## config.mk

```make
export PLATFORM = sky130hd
export DESIGN_NAME = mbox_dispatch
export DESIGN_NICKNAME = d
export VERILOG_FILES = /design/src/rtl/mbox_dispatch.sv
export SDC_FILE = /design/constraint.sdc
export NUM_CORES = 1
export LEC_CHECK = 0
export BUFFER_PORTS_ARGS = -buffer_cell sky130_fd_sc_hd__buf_2
export CAP_MARGIN = 15
export CORE_ASPECT_RATIO = 1.75
export CORE_MARGIN = 5
export CORE_UTILIZATION = 35
export DETAILED_ROUTE_END_ITERATION = 7
export PLACE_DENSITY = 0.54
export SLEW_MARGIN = 5
export SYNTH_ARGS = -nofsm -noshare
export SYNTH_HDL_FRONTEND = slang
export SYNTH_SLANG_ARGS = --single-unit
```

## constraint.sdc

```tcl
create_clock -name clk -period 7.1 [get_ports clk]
set_input_delay 1.42 -clock clk [delete_from_list [all_inputs] [get_ports clk]]
set_output_delay 1.42 -clock clk [all_outputs]
set_load 0.02 [all_outputs]
```

## src/rtl/mbox_dispatch.sv

```systemverilog
module mbox_dispatch #(
  parameter int PAY_WORDS = 8,
  parameter int AW = 4,
  parameter int NUM_OPS = 4,
  parameter logic [NUM_OPS*16-1:0] OP_CODES = {16'h4102, 16'h0301, 16'h0101, 16'h0100},
  parameter logic [NUM_OPS*16-1:0] OP_INLEN = {16'd8, 16'd8, 16'hFFFF, 16'd1}
) (
  input  logic          clk,
  input  logic          rst_n,
  input  logic          host_wr,
  input  logic [AW-1:0] host_addr,
  input  logic [31:0]   host_wdata,
  output logic [31:0]   host_rdata,
  output logic          doorbell,
  output logic          hs_start,
  output logic [15:0]   hs_opcode,
  output logic [15:0]   hs_in_len,
  input  logic          hs_done,
  input  logic [7:0]    hs_rc,
  input  logic [15:0]   hs_out_len
);
  localparam int PAY_BASE  = 4;
  localparam int PAY_BYTES = PAY_WORDS * 4;
  localparam int PW        = (PAY_WORDS > 1) ? $clog2(PAY_WORDS) : 1;
  localparam logic [7:0] RC_INTERNAL = 8'h04;
  localparam logic [7:0] RC_UNSUP    = 8'h03;
  localparam logic [7:0] RC_BADLEN   = 8'h16;

  typedef enum logic [1:0] {S_IDLE, S_CHECK, S_WAIT, S_DONE} state_t;
  state_t state;

  logic [31:0] cmd_q;
  logic [7:0]  stat_q;
  logic [31:0] pay_q [PAY_WORDS];

  logic [NUM_OPS-1:0] hit, len_ok;
  for (genvar i = 0; i < NUM_OPS; i++) begin : g_op
    assign hit[i]    = cmd_q[15:0] == OP_CODES[i*16 +: 16];
    assign len_ok[i] = hit[i] && (OP_INLEN[i*16 +: 16] == 16'hFFFF ||
                                  OP_INLEN[i*16 +: 16] == cmd_q[31:16]);
  end

  logic          in_pay;
  logic [PW-1:0] pidx;
  assign in_pay = (int'(host_addr) >= PAY_BASE) && (int'(host_addr) < PAY_BASE + PAY_WORDS);
  assign pidx   = PW'(host_addr - AW'(PAY_BASE));

  logic        out_big;
  logic [15:0] out_len_c;
  assign out_big   = hs_out_len > 16'(PAY_BYTES);
  assign out_len_c = out_big ? 16'(PAY_BYTES) : hs_out_len;

  assign hs_opcode = cmd_q[15:0];
  assign hs_in_len = cmd_q[31:16];

  always_comb begin
    host_rdata = 32'h0;
    if (host_addr == AW'(0))      host_rdata = {31'h0, doorbell};
    else if (host_addr == AW'(1)) host_rdata = cmd_q;
    else if (host_addr == AW'(2)) host_rdata = {24'h0, stat_q};
    else if (in_pay)              host_rdata = pay_q[pidx];
  end

  always_ff @(posedge clk or negedge rst_n) begin
    if (!rst_n) begin
      state    <= S_IDLE;
      doorbell <= 1'b0;
      hs_start <= 1'b0;
      cmd_q    <= 32'h0;
      stat_q   <= 8'h0;
      for (int k = 0; k < PAY_WORDS; k++) pay_q[k] <= 32'h0;
    end else begin
      hs_start <= 1'b0;
      case (state)
        S_IDLE: if (host_wr) begin
          if (host_addr == AW'(0) && host_wdata[0]) begin
            doorbell <= 1'b1;
            state    <= S_CHECK;
          end else if (host_addr == AW'(1)) begin
            cmd_q <= host_wdata;
          end else if (in_pay) begin
            pay_q[pidx] <= host_wdata;
          end
        end
        S_CHECK: begin
          if (|len_ok) begin
            hs_start <= 1'b1;
            state    <= S_WAIT;
          end else begin
            stat_q <= (|hit) ? RC_BADLEN : RC_UNSUP;
            cmd_q  <= 32'h0;
            state  <= S_DONE;
          end
        end
        S_WAIT: if (hs_done) begin
          cmd_q  <= {out_len_c, 16'h0};
          stat_q <= out_big ? RC_INTERNAL : hs_rc;
          state  <= S_DONE;
        end
        default: begin
          doorbell <= 1'b0;
          state    <= S_IDLE;
        end
      endcase
    end
  end

  assert_start_pulse_R5: assert property (@(posedge clk) disable iff (!rst_n)
    hs_start |=> !hs_start);
  assert_start_owned_R5: assert property (@(posedge clk) disable iff (!rst_n)
    hs_start |-> doorbell && state == S_WAIT);
  assert_ops_cleared_R6: assert property (@(posedge clk) disable iff (!rst_n)
    state == S_DONE |-> cmd_q[15:0] == 16'h0);
  assert_release_late_R7: assert property (@(posedge clk) disable iff (!rst_n)
    $fell(doorbell) |-> $stable(cmd_q) && $stable(stat_q));
  assert_busy_hold_R8: assert property (@(posedge clk) disable iff (!rst_n)
    (state == S_WAIT && !hs_done) |=> $stable(cmd_q) && $stable(stat_q) && doorbell);
  assert_len_bound_R9: assert property (@(posedge clk) disable iff (!rst_n)
    state == S_DONE |-> cmd_q[31:16] <= 16'(PAY_BYTES));
endmodule

```

==> results.yml <==
logic_synthesis:
  synth_seq_cells: 300
  synthFlopType: "dfrtp_1"
  synth_common_cells: "dfrtp_1 (300), mux2_2 (230), nand2_1 (128)"
  async_flop_share: 1.00
  syn_nets: 1130
  synth-edff-count: 0
  yosysTopAreaCell: "dfrtp_1"
  ys_types: 37
  synthesis.area_sq_um: 14200
  synth_cells: 1061
  yosysMostFrequentCell: "dfrtp_1"
  syn-mean-instance-area_sq_um: 13.4
  yosysTopAreaCellShare: 0.529
  yosysWarnings: 0
  seq_area_frac_synth: 0.529
  synth_area_leaders: "dfrtp_1 (53%), mux2_2 (18%), mux4_2 (10%)"
clocking:
  clkSinkCount: 300
  path_clk_slew_ns: 0.06
  clk_latency_ns: 0.55
  root_buffer: "clkbuf_16"
  h-tree-depth: 1
  cts_resized: 0
  clockBufferDepth: 3
  cts_setup_buffers: 0
  cts_buffers: 28
  cts_tree: "built"
  cts_hold_buf: 0
grt:
  grt_pass1_vias: 9867
  antenna_found_initial: 1
  grt_usage: 0.179
  grt_pass1_wl_mm: 61.9
  overflow: 0
  grt_max_degree: 187
routing:
  via_per_inst: 5.39
  dr.pass1.iters: 4
  wl_met2_mm: 21.6
  m1WireLength_mm: 16.0
  top_layer_used: "met4"
  ant_nets: 0
  drt_iter0_drc: 660
  drcViolationCount: 0
  wl_met3_mm: 1.60
  num_vias: 9064
  wirelength_mm: 40.0
  wl_per_cell_um: 23.7
worst_setup_path:
  r2r-end: "cmd_q[4]"
  cp-end-kind: "output port"
  reg2reg_depth: 7
  setup.worst_path.class: "in -> out"
  crit_fanout: 30
  crit_path_start_kind: "input port"
  r2r_slack_ns: 3.41
  cp.required_ns: 5.68
  cp-endpoint: "host_rdata[31]"
  critPathLaunch: "host_addr[2]"
  r2r_start: "cmd_q[10]"
  arrival_ns: 4.00
floorplan:
  initial_utilization: 0.354
  fp.dieH_um: 276
  die_area_sq_um: 44800
  die-width_um: 162
  core_area_sq_um: 40100
  num_io_pins: 130
  num_rows: 97
place:
  place.gp.congestion: 0.750
  dp_hpwl_mm: 26.3
  place_area_sq_um: 15400
  io_buffers: 129
timing:
  fmax_mhz: 185
  finClkSkew_ns: 0.0133
  tns_ns: 0
  max_slew_margin: 0.308
  hold_ws_ns: 0.481
  hold_viol_final: 0
  rsz0062_at_grt: "no"
  drv_slew: 0
  fin_crit_ns: 5.42
  worst_pin_slew_ns: 1.04
  setup_viol: 0
  period_share: 0.763
flow_run:
  drv_cap: 0
cells_and_area:
  stdcell_area_sq_um: 16300
  final_net_count: 1239
  areaGrowthSynthToFinish_pct: 14.9
  utilization: 0.407
  drive_gt1_frac: 0.443
outcome:
  status: "completed"
power:
  leakage_nw: 7.78
  vdd_drop_max_mv: 0.196
  power_density_nw_per_um2: 410
  power.total_mw: 6.69
hold_path:
  worstHoldPathType: "reg -> reg"
  whs_path_depth: 2
==> cells in the final DEF, fill, tap and decap left out, types with 6 or more instances in the layout <==
master,synthesis,routed
dfrtp_1,300,300
mux2_2,230,230
nand2_1,128,127
buf_2,16,126
mux4_2,64,64
o21ai_0,45,45
nor2_1,42,40
mux2_4,29,29
clkbuf_16,0,29
nor2b_1,27,27
a22oi_1,24,24
buf_4,0,22
inv_1,20,20
mux2i_1,14,14
a22o_1,9,9
a21oi_1,7,7
nor4_1,7,7
nand4_1,7,7
clkbuf_1,43,7
clkbuf_8,0,6
==> logic make-up after synthesis <==
| logic type | count (synthesis) | synth area share |
|---|---|---|
| muxes | 337 | 0.325 |
| DFF | 300 | 0.529 |
| buffers and inverters | 92 | 0.0273 |
| adders and majority gates | 5 | 0.00441 |
| AOI/OAI and AO/OA | 94 | 0.0416 |
| and+or+nand+nor | 233 | 0.0731 |
==> worst max-delay path, stage by stage <==
cell and delay [ns]:
buf_2 0.38, inv_2 0.16, ha_1 0.36, nand2b_1 0.20
nor2_2 0.66, buf_4 0.37, a22oi_1 0.12, nor2_1 0.13
buf_2 0.18
==> worst min path at each step <==
| stage | from | end | slack [ns] |
|---|---|---|---|
| after floorplan | pay_q[176] | pay_q[176] | 0.44 |
| after global placement | pay_q[17] | pay_q[17] | 0.46 |
| after detailed placement | pay_q[208] | pay_q[208] | 0.47 |
| after CTS | pay_q[149] | pay_q[149] | 0.48 |
| after global routing | pay_q[145] | pay_q[145] | 0.51 |
| final | pay_q[85] | pay_q[85] | 0.48 |
==> final cells by class <==
class                      instances  area [sq um]
inverter                          21          78.8
antenna                            1          2.50
fill                            3807         23700
clock inverter                     5           100
sequential                       300          7510
tap                              495           619
multi-input combinational        669          6340
clock buffer                      42           835
timing repair buffer             150           831
==> flip-flops by register name (all words and copies together) (netlist names) <==
register / flops
cmd_q: 32
doorbell: 1
hs_start: 1
pay_q: 256
stat_q: 8
state: 2
==> power by group <==
group / internal, mW / switching, mW
clock: 0.912 / 0.638
sequential: 2.47 / 0.477
combinational: 1.21 / 0.980
total: 4.60 / 2.10
==> layer usage <==
| metal | track usage | up-vias |
|---|---|---|
| met4 | 0.0447 | 0 |
| met5 | 0 | - |
| met1 | 0.223 | 4780 |
| met3 | 0.0215 | 38 |
| met2 | 0.327 | 210 |
| li1 | - | 4036 |
==> through the flow <==
step | worst slack (ns) | std cells
finish | 1.68 | 1683
global route | 1.52 | 1682
CTS | 1.69 | 1682
detailed placement | 1.70 | 1635
global placement | 1.75 | 1635
floorplan | 2.39 | 1061
No activity file was read; power rests on OpenSTA's default activity.
